File: src/rtl/sgd_pkg.sv
package sgd_pkg;

    localparam int DESC_W = 64;
    localparam logic [7:0] FLAG_END = 8'h80;

    typedef enum logic [1:0] {
        FLT_NONE  = 2'd0,
        FLT_ALIGN = 2'd1,
        FLT_LEN   = 2'd2,
        FLT_FULL  = 2'd3
    } fault_e;

    typedef enum logic [1:0] {
        ST_IDLE  = 2'd0,
        ST_RUN   = 2'd1,
        ST_FAULT = 2'd2
    } state_e;

    // Descriptor layout, most significant field first
    typedef struct packed {
        logic [7:0]  flags;
        logic [7:0]  rsvd;
        logic [15:0] count;
        logic [31:0] base;
    } entry_t;

    function automatic entry_t pack_entry(input logic [31:0] base,
                                          input logic [15:0] count,
                                          input logic        is_last);
        entry_t e;
        e.base  = base;
        e.count = count;
        e.rsvd  = 8'h00;
        e.flags = is_last ? FLAG_END : 8'h00;
        return e;
    endfunction

endpackage

File: src/rtl/sgd_seg_check.sv
module sgd_seg_check
    import sgd_pkg::*;
#(
    parameter int LEN_W = 24
) (
    input  logic             addr_lsb,
    input  logic [LEN_W-1:0] len,
    output fault_e           verdict
);
    // Length problems outrank address problems
    always_comb begin
        if (len == '0 || len[0])
            verdict = FLT_LEN;
        else if (addr_lsb)
            verdict = FLT_ALIGN;
        else
            verdict = FLT_NONE;
    end
endmodule

File: src/rtl/sgd_cutter.sv
module sgd_cutter #(
    parameter int LEN_W     = 24,
    parameter int TOT_W     = 32,
    parameter int PAGE_BITS = 16
) (
    input  logic [PAGE_BITS-1:0] page_off,
    input  logic [LEN_W-1:0]     left,
    input  logic [TOT_W-1:0]     rem,
    output logic [TOT_W-1:0]     piece,
    output logic                 piece_last
);
    localparam int SPAN_W = PAGE_BITS + 1;

    logic [SPAN_W-1:0] to_edge;
    logic [TOT_W-1:0]  left_w;
    logic [TOT_W-1:0]  edge_w;
    logic [TOT_W-1:0]  first_min;

    // Bytes from the current address up to the next page start
    assign to_edge = {1'b1, {PAGE_BITS{1'b0}}} - {1'b0, page_off};

    generate
        if (TOT_W > LEN_W) begin : g_widen_left
            assign left_w = {{(TOT_W-LEN_W){1'b0}}, left};
        end else begin : g_same_left
            assign left_w = left[TOT_W-1:0];
        end
    endgenerate

    assign edge_w     = {{(TOT_W-SPAN_W){1'b0}}, to_edge};
    assign first_min  = (left_w < rem) ? left_w : rem;
    assign piece      = (first_min < edge_w) ? first_min : edge_w;
    assign piece_last = (piece == rem);
endmodule

File: src/rtl/sgd_out_slot.sv
module sgd_out_slot #(
    parameter int W = 64
) (
    input  logic         clk,
    input  logic         rst,
    input  logic         flush,
    input  logic         load,
    input  logic [W-1:0] din,
    input  logic         ready,
    output logic         valid,
    output logic [W-1:0] dout
);
    always_ff @(posedge clk) begin
        if (rst || flush) begin
            valid <= 1'b0;
        end else if (load) begin
            valid <= 1'b1;
        end else if (ready) begin
            valid <= 1'b0;
        end
    end

    always_ff @(posedge clk) begin
        if (rst)
            dout <= '0;
        else if (load && !flush)
            dout <= din;
    end
endmodule

File: src/rtl/sgd_table_builder.sv
module sgd_table_builder
    import sgd_pkg::*;
#(
    parameter int LEN_W       = 24,
    parameter int TOT_W       = 32,
    parameter int MAX_ENTRIES = 1024,
    parameter int PAGE_BITS   = 16,
    localparam int CNT_W      = $clog2(MAX_ENTRIES + 1)
) (
    input  logic              clk,
    input  logic              rst,
    input  logic              start,
    input  logic [TOT_W-1:0]  total_len,
    input  logic [CNT_W-1:0]  capacity,
    input  logic              seg_valid,
    output logic              seg_ready,
    input  logic [31:0]       seg_addr,
    input  logic [LEN_W-1:0]  seg_len,
    output logic              desc_valid,
    input  logic              desc_ready,
    output logic [63:0]       desc_word,
    output logic              done,
    output logic [CNT_W-1:0]  done_count,
    output logic [1:0]        fault_code
);
    localparam logic [CNT_W-1:0] CAP_MAX = CNT_W'(MAX_ENTRIES);

    state_e             state_q;
    fault_e             fault_q;
    logic [TOT_W-1:0]   rem_q;
    logic [CNT_W-1:0]   cap_q;
    logic [CNT_W-1:0]   cnt_q;
    logic [CNT_W-1:0]   done_cnt_q;
    logic [31:0]        cur_addr_q;
    logic [LEN_W-1:0]   cur_left_q;
    logic               done_q;

    fault_e             seg_verdict;
    logic [TOT_W-1:0]   piece;
    logic               piece_last;
    entry_t             new_entry;
    logic               slot_free;
    logic               seg_take;
    logic               have_seg;
    logic               cut_go;
    logic               full_hit;
    logic               finish;
    logic               fault_set;
    logic               slot_flush;
    logic [CNT_W-1:0]   cap_in;

    sgd_seg_check #(.LEN_W(LEN_W)) u_check (
        .addr_lsb (seg_addr[0]),
        .len      (seg_len),
        .verdict  (seg_verdict)
    );

    sgd_cutter #(
        .LEN_W     (LEN_W),
        .TOT_W     (TOT_W),
        .PAGE_BITS (PAGE_BITS)
    ) u_cut (
        .page_off   (cur_addr_q[PAGE_BITS-1:0]),
        .left       (cur_left_q),
        .rem        (rem_q),
        .piece      (piece),
        .piece_last (piece_last)
    );

    assign new_entry = pack_entry(cur_addr_q, piece[15:0], piece_last);

    // Handshake and step conditions
    assign slot_free = !desc_valid || desc_ready;
    assign have_seg  = (state_q == ST_RUN) && (cur_left_q != '0);
    assign seg_ready = ((state_q == ST_RUN) && (cur_left_q == '0) && (rem_q != '0))
                     || (state_q == ST_FAULT);
    assign seg_take  = seg_valid && seg_ready && (state_q == ST_RUN) && !start;
    assign cut_go    = have_seg && slot_free && (cnt_q != cap_q) && !start;
    assign full_hit  = have_seg && slot_free && (cnt_q == cap_q) && !start;
    assign finish    = (state_q == ST_RUN) && (rem_q == '0) && !desc_valid && !start;
    assign fault_set = (seg_take && (seg_verdict != FLT_NONE)) || full_hit;
    assign slot_flush = start || fault_set;
    assign cap_in    = (capacity > CAP_MAX) ? CAP_MAX : capacity;

    sgd_out_slot #(.W(DESC_W)) u_slot (
        .clk   (clk),
        .rst   (rst),
        .flush (slot_flush),
        .load  (cut_go),
        .din   (new_entry),
        .ready (desc_ready),
        .valid (desc_valid),
        .dout  (desc_word)
    );

    always_ff @(posedge clk) begin
        if (rst) begin
            state_q    <= ST_IDLE;
            fault_q    <= FLT_NONE;
            rem_q      <= '0;
            cap_q      <= '0;
            cnt_q      <= '0;
            done_cnt_q <= '0;
            cur_addr_q <= '0;
            cur_left_q <= '0;
            done_q     <= 1'b0;
        end else begin
            done_q <= 1'b0;
            if (start) begin
                rem_q      <= total_len;
                cap_q      <= cap_in;
                cnt_q      <= '0;
                cur_left_q <= '0;
                if (total_len[0]) begin
                    state_q <= ST_FAULT;
                    fault_q <= FLT_LEN;
                end else begin
                    state_q <= ST_RUN;
                    fault_q <= FLT_NONE;
                end
            end else begin
                unique case (state_q)
                    ST_RUN: begin
                        if (seg_take) begin
                            if (seg_verdict != FLT_NONE) begin
                                fault_q <= seg_verdict;
                                state_q <= ST_FAULT;
                            end else begin
                                cur_addr_q <= seg_addr;
                                cur_left_q <= seg_len;
                            end
                        end else if (full_hit) begin
                            fault_q    <= FLT_FULL;
                            state_q    <= ST_FAULT;
                            cur_left_q <= '0;
                        end else if (cut_go) begin
                            cur_addr_q <= cur_addr_q + piece[31:0];
                            cur_left_q <= piece_last ? '0
                                        : cur_left_q - piece[LEN_W-1:0];
                            rem_q      <= rem_q - piece;
                            cnt_q      <= cnt_q + 1'b1;
                        end else if (finish) begin
                            done_q     <= 1'b1;
                            done_cnt_q <= cnt_q;
                            state_q    <= ST_IDLE;
                        end
                    end
                    ST_FAULT: begin
                        state_q <= ST_FAULT;
                    end
                    default: begin
                        state_q <= ST_IDLE;
                    end
                endcase
            end
        end
    end

    assign done       = done_q;
    assign done_count = done_cnt_q;
    assign fault_code = fault_q;

endmodule

File: config.mk
export PLATFORM = sky130hd
export DESIGN_NAME = sgd_table_builder
export DESIGN_NICKNAME = d
export VERILOG_FILES = /design/src/rtl/sgd_pkg.sv /design/src/rtl/sgd_seg_check.sv /design/src/rtl/sgd_cutter.sv /design/src/rtl/sgd_out_slot.sv /design/src/rtl/sgd_table_builder.sv
export SDC_FILE = /design/constraint.sdc
export NUM_CORES = 1
export LEC_CHECK = 0
export ABC_CLOCK_PERIOD_IN_PS = 11450
export BUFFER_PORTS_ARGS = -buffer_cell sky130_fd_sc_hd__buf_2
export CORE_ASPECT_RATIO = 2
export CORE_MARGIN = 5
export CORE_UTILIZATION = 50
export DETAILED_ROUTE_END_ITERATION = 7
export HOLD_SLACK_MARGIN = 0.08
export PLACE_DENSITY = 0.72
export SYNTH_ARGS = -nofsm -noshare
export SYNTH_HDL_FRONTEND = slang
export SYNTH_SLANG_ARGS = --single-unit
File: constraint.sdc
create_clock -name clk -period 11.45 [get_ports clk]
set_clock_uncertainty 0.2 [all_clocks]
set_input_delay 0 -clock clk [delete_from_list [all_inputs] [get_ports clk]]
set_output_delay 0 -clock clk [all_outputs]
set_load 0.01 [all_outputs]
== After elaboration in Yosys (flattened, before gate mapping) ==
Cells that the tools add are included.

* Register bits after elaboration: 183
* Bits of input ports: 104
* Output and inout bits: 80
* Word-level logic and storage cells: 120

* Add/subtract/negate cells: 5
* Order comparisons: 3
* Equal/unequal tests: 13
* Muxes and demuxes: 37
* Bitwise operators: 5
* Reduce and logical (&&, ||, !) cells: 46

{| class="wikitable"
|+ Operator list
! cell !! count
|-
| 2-to-1 mux 32 bit || 11
|-
| 2-to-1 mux 24 bit || 5
|-
| logical NOT 24 bit || 2
|-
| adder 32 bit || 1
|-
| == test 32 bit || 1
|-
| logical NOT 32 bit || 1
|-
| < comparator 24 x 32 -> 1 bit || 1
|-
| < comparator 32 x 17 -> 1 bit || 1
|-
| nonzero test 32 bit || 1
|-
| subtractor 32 bit || 1
|-
| 2-to-1 mux 2 bit || 14
|-
| nonzero test 24 bit || 1
|-
| subtractor 24 bit || 1
|-
| subtractor 17 x 16 -> 17 bit, first input constant || 1
|-
| logical AND 1 bit || 16
|-
| adder 11 x 1 -> 11 bit, second input constant || 1
|-
| == test 11 bit || 1
|-
| > comparator 11 bit, second input constant || 1
|-
| 2-to-1 mux 11 bit || 1
|-
| != test 11 bit || 1
|-
| != test 5 bit, second input constant || 2
|-
| nonzero test 2 bit || 5
|-
| AND reduction 3 bit || 3
|-
| 2-to-1 mux 8 bit || 1
|-
| 16 further kinds || 35
|}

== Depth between registers and ports, before layout ==
Gate-level depths: netlist (run 1).

* Word-level depth: 12
* Mapped depth: 36
* Mapped depth without buffers: 32

== Cells and area by module ==
A second synthesis (run 1) with hierarchy kept.

* Cell total of the unflattened synthesis: 1,882
* Area total of the unflattened synthesis: 15,361.0 um^2

{| class="wikitable"
|+ By module, submodules not included
! module !! times used !! cells an instance !! area an instance (um^2) !! seq. area each (um^2)
|-
| sgd_table_builder || 1 || 1,276 || 9,913.3 || 2,522.4
|-
| sgd_out_slot || 1 || 296 || 3,032.9 || 1,301.2
|-
| sgd_cutter || 1 || 299 || 2,343.5 || 0.0
|-
| sgd_seg_check || 1 || 11 || 71.3 || 0.0
|}

== Worst setup path after synthesis (run 1) ==
No wires, ideal clock.

* Path kind: reg-to-reg
* Start: reg rem_q[15]
* End: reg rem_q[27]
* Setup time: 0.070 ns
* Arrival time: 7.907 ns
* Required time: 11.180 ns
* Path slack: 3.272 ns
* Stages on the path, launching flop included: 36
* Buffers on the path: 4
* Period minus slack after synthesis: 8.178 ns
* Cell sequence: dfxtp_1 clkbuf_1 inv_1 ha_1 nand4_1 nor3_1 o21ai_0 o21a_1 o21ai_2 buf_2 clkbuf_1 mux2i_1 inv_1 ha_1 a211oi_1 a31oi_1 a311oi_1 nand2_1 or3_1 nand2_1 buf_1 nor2_1 a21oi_1 inv_1 ha_1 nor2b_1 o31a_1 or3_1 a21oi_1 a21o_1 a31o_2 o211ai_2 a31o_2 a22oi_2 mux2_2 a21oi_1

{| class="wikitable"
|+ RTL lines
! item !! RTL line !! RTL
|-
| start: declaration || sgd_table_builder.sv:30 || <nowiki>logic [TOT_W-1:0] rem_q;</nowiki>
|-
| start signal: assignment || sgd_table_builder.sv:110 || <nowiki>rem_q <= total_len;</nowiki>
|-
| start signal: assignment || sgd_table_builder.sv:140 || <nowiki>rem_q <= rem_q - piece;</nowiki>
|}

==> key figures, run 1 <==
Outcome
  – Status: completed

Drt
  – M1 WL: between 15000 and 20000 um
  – DRT Pass-1 Iters: 5
  – Initial DRC count: 908
  – Via count: 14700
  – DR WL/cell: 20.8 um
  – # DRC: 0
  – Routed wl met3: 2430 um
  – Met2 WL: 27000 um
  – Top layer in use: met4
  – Vias per inst: 6.04
  – Post-route ant nets: 0
  – Post-Route WL: 50400 um

Timing
  – Slew Limit Headroom: 0.277
  – Tmin final: 9270 ps
  – Worst slew pin tran: 1070 ps
  – Fmax: 0.108 GHz
  – RSZ-0062 raised after global routing: false
  – Final setup TNS: 0 ps
  – Final worst-path cycle share: 0.810
  – Max-slew violation count: 0
  – Setup violators final: 0
  – Hold WS: ~95 ps
  – Endpoints failing hold: 0

Power and ir drop
  – Gate power share: 0.359
  – Sequential share of power: 0.347
  – Power density cells: 117 nW/um^2
  – Net Sw Frac: 0.370
  – Power Total: between 0.0015 and 0.002 W
  – Pint: around 0.0012 W
  – Worst vdd ir: 0.000113 V
  – Clock power share: 0.294
  – Net switching power: about 0.00072 W
  – Static Leak: 7.43 nW

Setup path
  – Most common cell on crit path: a21oi_1
  – Required time of the critical path: 11600 ps
  – Slowest CP cell: a21oi_1
  – Crit path DAT: 9430 ps
  – Startpoint Class: flop
  – CP Capture Type: flop
  – Worst Path Max Fanout: 27
  – Crit Reg-Reg Startpoint: rem_q[15]$_SDFFE_PP0P_
  – Worst setup path class: reg2reg
  – Critical Path Max Stage Delay: 590 ps
  – FF-to-FF setup slack: 2180 ps
  – R2r worst-path depth: 34
  – RR Endpoint: rem_q[25]$_SDFFE_PP0P_
  – Crit. Startpoint: rem_q[15]$_SDFFE_PP0P_

Worst hold path
  – Min-Delay Path Depth: 4
  – Hold Path Sink: rem_q[24]$_SDFFE_PP0P_
  – HP Class: in2reg
  – Hold path start: start

Floorplan
  – Die ar.: 30500 um^2
  – Initial Util: 0.502
  – Area of the core: 26800 um^2
  – Die height: ~240 um
  – Ports: 184
  – Chip Width: 126 um
  – Row cnt: 85

Clock network
  – H-tree depth: 4
  – Post-CTS Setup Inserts: 0
  – Number of hold buffers added after cts: 143
  – CTS max path bufs: 2
  – CTS tree: yes
  – Clk sink count: 176
  – CTS clk-pin slew, worst paths: 70 ps
  – Clock Latency Late Sink: 470 ps
  – TritonCTS Buffers: 17
  – Clock root buffer: clkbuf_16
  – Post-CTS resize count: 0

Place
  – PortBufs: 168
  – GP Congestion: 0.999
  – Post-DP HPWL: 38100 um

Global routing
  – Vias in the first global route: 15000
  – Total Routing Usage GR: 0.322
  – First-pass GRT wire length: approximately 78000 um
  – Number of antenna violations at the first check in global routing: 0
  – Total grt overflow: 0
  – Largest net degree at the start of global routing: 74

Finish
  – Area Growth Syn to Fin: 23.6%
  – Fin nets: 2300
  – Share of layout cells above drive strength 1: 0.120
  – Commonest non-fill, non-tap cell in the layout: nand2_1
  – Most frequent cells in the layout: 241 x nand2_1, 176 x dfxtp_1, 167 x buf_2

Synthesis
  – Synth Area in Compound Gates: 0.253
  – Mapped Cells: 1770
  – Combinational family with the most area after synthesis: compound AO/OA/AOI/OAI gates
  – Synth Area in XOR/XNOR: 0.0572
  – Sequential share of the synthesized area: 0.262
  – Mux cell area share after synthesis: 0.0318
  – Simple-Gate Fraction of Synth Area: 0.212
  – Netlist cell types: 84
  – Synth Warn #: 0
  – Post-synth EDFFs: 0
  – Synth Area in Adders: 0.123
  – Synth Register Bits: 176
  – Ys async rst share: 0
  – Synth Flop Type: dfxtp_1
  – Mapped Area: 13500 um^2
  – Avg Inst Size Synth: ~7.6 um^2

Job
  – Max Cap Violations: 0
## synth_stat cells, drive strengths merged, types with 39 or more instances
cell type	n	area (um^2)
ha	126	1580
dfxtp	176	3520
nand2	242	911
mux2i	39	390
xnor2	58	508
a211oi	48	365
a21oi	157	786
nor2	138	518
clkbuf	69	259
inv	99	372
nor3	49	245
o21ai	100	508
## per-stage QoR
step | std cells | worst slack [ps] | util | area (um^2)
final | 2428 | 2180 | 0.621 | 16600
after floorplan | 1817 | 3270 | - | 13600
after detailed placement | 2253 | 2630 | 0.547 | 14700
after global placement | 2253 | 2750 | 0.547 | 14700
after global routing | 2427 | 1810 | 0.621 | 16600
after CTS | 2427 | 2380 | 0.621 | 16600
## cell families (layout without fill, tap and decap cells)
family	after synthesis	after routing
compound gates	520	520
xor+xnor	88	88
other cells	2	50
mux	42	42
buf+inv	198	460
simple gates	613	613
flops	176	176
fa+ha+maj	131	131
## worst max-delay path by stage
stage	slack [ps]	endpoint	cells past startpoint
final	2180	rem_q[25]$_SDFFE_PP0P_	34
after floorplan	3270	rem_q[27]$_SDFFE_PP0P_	35
after global placement	2750	rem_q[27]$_SDFFE_PP0P_	33
after detailed placement	2630	cur_left_q[23]$_SDFFE_PP0P_	34
after CTS	2380	rem_q[25]$_SDFFE_PP0P_	34
after global routing	1810	rem_q[25]$_SDFFE_PP0P_	34
## power by group through the flow
stage | sequential (W) | combinational (W) | clock (W)
final | 0.000673 | 0.000696 | 0.000571
after floorplan | 0.000671 | 0.000481 | 0
after global routing | 0.000675 | 0.000759 | 0.000597
after global placement | 0.000685 | 0.000635 | 0
after detailed placement | 0.000685 | 0.000639 | 0
after CTS | 0.000671 | 0.000683 | 0.000578
## state kept, by name, indices dropped and copies added (netlist names)
signal        cells
u_slot.valid      1
cnt_q            11
cap_q            11
cur_addr_q       32
fault_code        2
state_q           2
u_slot.dout      49
done              1
rem_q            32
done_count       11
cur_left_q       24
## layout make-up
type                       instances  area [um^2]
clock buffer                      17          425
antenna                            1         2.50
tap                              348          435
timing repair buffer             330         2420
clock inverter                    14          125
inverter                          99          372
fill                            2427        10200
multi-input combinational       1443         9340
sequential                       176         3520
## worst max-delay path, delay by kind of cell, from the launching register on
kind | cells | cell delay (ps)
compound gates | 12 | 3090
fa+ha+maj | 3 | 1000
simple gates | 12 | 2300
mux | 1 | 410
buf+inv | 6 | 1680
flops | 1 | 470
## routing by layer
layer  global-route usage  up-vias
li1                     -     6933
met1                0.312     6918
met2                0.608      588
met3               0.0470      217
met4                0.224        0
met5                    0        -
(Power assumes the default switching activity.)
==> run 2, diff against run 1 <==
--- a/config.mk
+++ b/config.mk
@@ -5,14 +5,14 @@
 export SDC_FILE = /design/constraint.sdc
 export NUM_CORES = 1
 export LEC_CHECK = 0
-export ABC_CLOCK_PERIOD_IN_PS = 11450
+export ABC_CLOCK_PERIOD_IN_PS = 7700
 export BUFFER_PORTS_ARGS = -buffer_cell sky130_fd_sc_hd__buf_2
 export CORE_ASPECT_RATIO = 2
 export CORE_MARGIN = 5
 export CORE_UTILIZATION = 50
 export DETAILED_ROUTE_END_ITERATION = 7
 export HOLD_SLACK_MARGIN = 0.08
-export PLACE_DENSITY = 0.72
+export PLACE_DENSITY = 0.75
 export SYNTH_ARGS = -nofsm -noshare
 export SYNTH_HDL_FRONTEND = slang
 export SYNTH_SLANG_ARGS = --single-unit
==> constraint.sdc (replaced) <==
create_clock -name clk -period 7.7 [get_ports clk]
set_clock_uncertainty 0.2 [all_clocks]
set_input_delay 0 -clock clk [delete_from_list [all_inputs] [get_ports clk]]
set_output_delay 0 -clock clk [all_outputs]
set_load 0.01 [all_outputs]
==> run 2 against run 1 <==
Net effect: worst setup slack worse by 1900 ps; utilization up 2.6 points; clock power up 53%; sequential power up 47%; die area unchanged; maximum frequency up 25%; highest routed layer unchanged; largest cell class unchanged; via count up 1.7%; combinational power up 64%; largest power group unchanged.
==> key figures, run 2 (synthesis gave the netlist of run 1 again) <==
Clock network
  – CTS max path bufs: 2
  – Clk sink count: roughly 180
  – Clock Latency Late Sink: 460 ps
  – CTS tree: yes
  – CTS clk-pin slew, worst paths: about 80 ps
  – TritonCTS Buffers: 17
  – Clock root buffer: clkbuf_16
  – H-tree depth: 4

Finish
  – Largest Register: u_slot.dout
  – Area Growth Syn to Fin: 28.8%
  – Commonest non-fill, non-tap cell in the layout: nand2_1
  – Diodes inserted: 0
  – Final Util: 0.647
  – Final Cell Area: approximately 17000 um^2
  – Max reg flops: 49
  – Fin nets: 2359
  – Register area: 3530 um^2
  – Multi-input logic area: between 9000 and 10000 um^2
  – Most frequent cells in the layout: 240 x nand2_1, 170 x dfxtp_1, 167 x buf_2
  – Top Registers: u_slot.dout: 49 flops, cur_addr_q: 32 flops, rem_q: 32 flops
  – Share of layout cells above drive strength 1: 0.173
  – Filler Cells Inserted: between 2000 and 2500
  – Fin cells: 2487

Setup path
  – Required time of the critical path: between 7000 and 8000 ps
  – Crit path DAT: 7540 ps
  – Crit Reg-Reg Startpoint: rem_q[14]$_SDFFE_PP0P_
  – Critical Path Max Stage Delay: roughly 510 ps
  – RR Endpoint: cur_left_q[19]$_SDFFE_PP0P_
  – Worst setup path class: reg2reg
  – CP Capture Type: flop
  – Startpoint Class: flop
  – R2r worst-path depth: 33
  – FF-to-FF setup slack: 300 ps
  – Slowest CP cell: or3b_2
  – Worst Path Max Fanout: 12

Place
  – Placed cell count: ~2300
  – PortBufs: 168
  – Placement Cell Area: 15200 um^2
  – GP Congestion: 0.998
  – Post-DP HPWL: 38300 um

Floorplan
  – Area of the core: 26800 um^2
  – Ports: 184
  – Chip Width: around 130 um
  – Row cnt: 85
  – Die height: 242 um
  – Initial Util: 0.502
  – Die ar.: 30500 um^2

Global routing
  – Total Routing Usage GR: 0.321
  – Number of antenna violations at the first check in global routing: 0
  – Total grt overflow: 0
  – Largest net degree at the start of global routing: 86
  – First-pass GRT wire length: 78300 um
  – Vias in the first global route: 15400

Timing
  – Final worst-path cycle share: 0.961
  – Slew Limit Headroom: 0.112
  – Fmax: 0.135 GHz
  – Final setup TNS: 0 ps
  – Tmin final: roughly 7400 ps
  – Setup violators final: 0
  – Endpoints failing hold: 0
  – Max-slew violation count: 0
  – Worst slew pin tran: 1330 ps

Drt
  – Initial DRC count: 894
  – Post-Route WL: 51000 um
  – DRT Pass-1 Iters: 5
  – Post-route ant nets: 0
  – # DRC: 0
  – Vias per inst: about 6
  – DR WL/cell: approximately 21 um
  – Via count: 14900

Outcome
  – Status: completed

Power and ir drop
  – Worst vdd ir: 0.000152 V
  – Static Leak: just under 8 nW
  – Power density cells: 173 nW/um^2

Worst hold path
  – HP Class: in2reg
  – Min-Delay Path Depth: 4
  – Hold path start: start
  – Hold Path Sink: cap_q[10]$_SDFFE_PP0P_

Job
  – Max Cap Violations: 0
-- run 2: final cells by class --
class,instances,share of cell area
clock inverter,14,0.00837
tap,348,0.0251
clock buffer,18,0.0247
multi-input combinational,1443,0.552
sequential,176,0.204
timing repair buffer,389,0.164
inverter,99,0.0214
-- run 2: report_power, final --
group          switching, W  total, W  internal, W
Clock              0.000442  0.000873     0.000431
Sequential        0.0000436  0.000991     0.000948
Combinational      0.000631   0.00114     0.000508
-- run 2: per-stage QoR --
step | total power (W) | hold slack (ps) | setup WS (ps)
global placement | 0.00202 | 33.6 | 35.6
finish | 0.00300 | 110 | 298
detailed placement | 0.00203 | 43.3 | -74.9
global route | 0.00315 | 161 | -121
CTS | 0.00296 | 92.5 | 4.02
floorplan | 0.00171 | -74.3 | 19.7
-- run 2: worst max-delay path: cells and delay by family, from the launching register on --
| kind | cells | cell delay (ps) |
|---|---|---|
| AO/OA/AOI/OAI | 12 | 2540 |
| AND/OR/NAND/NOR | 9 | 2020 |
| buffers and inverters | 7 | 960 |
| adder cells (fa/ha/maj) | 3 | 820 |
| flip-flops | 1 | 380 |
| multiplexers | 1 | 250 |
| XOR/XNOR | 1 | 60 |
-- run 2: what timing repair did --
| item | in CTS | in global routing |
|---|---|---|
| endpoints found under the setup margin | 8 | 61 |
| pin swaps | 1 | 14 |
| buffers inserted | 0 | 9 |
| hold buffers | 122 | 0 |
| gates resized for setup | 6 | 52 |
| hold endpoints to repair | 131 | 0 |
| gates cloned | 0 | 1 |
-- run 2: worst max path at each step --
stage / start / endpoint / depth (start not counted)
final: rem_q[14]$_SDFFE_PP0P_ / cur_left_q[19]$_SDFFE_PP0P_ / 33
after global routing: rem_q[21]$_SDFFE_PP0P_ / rem_q[31]$_SDFFE_PP0P_ / 33
after CTS: rem_q[4]$_SDFFE_PP0P_ / cur_left_q[23]$_SDFFE_PP0P_ / 33
after detailed placement: rem_q[14]$_SDFFE_PP0P_ / cur_left_q[23]$_SDFFE_PP0P_ / 31
after global placement: rem_q[14]$_SDFFE_PP0P_ / cur_left_q[23]$_SDFFE_PP0P_ / 31
after floorplan: rem_q[15]$_SDFFE_PP0P_ / cur_left_q[23]$_SDFFE_PP0P_ / 33
-- run 2: metal layers --
metal  part of all wire  routed length [um]  GRT usage
met1               0.34               17200      0.307
met2               0.51               26000      0.584
met3              0.055                2810     0.0510
met4              0.099                5020      0.269
met5                  0                   0          0
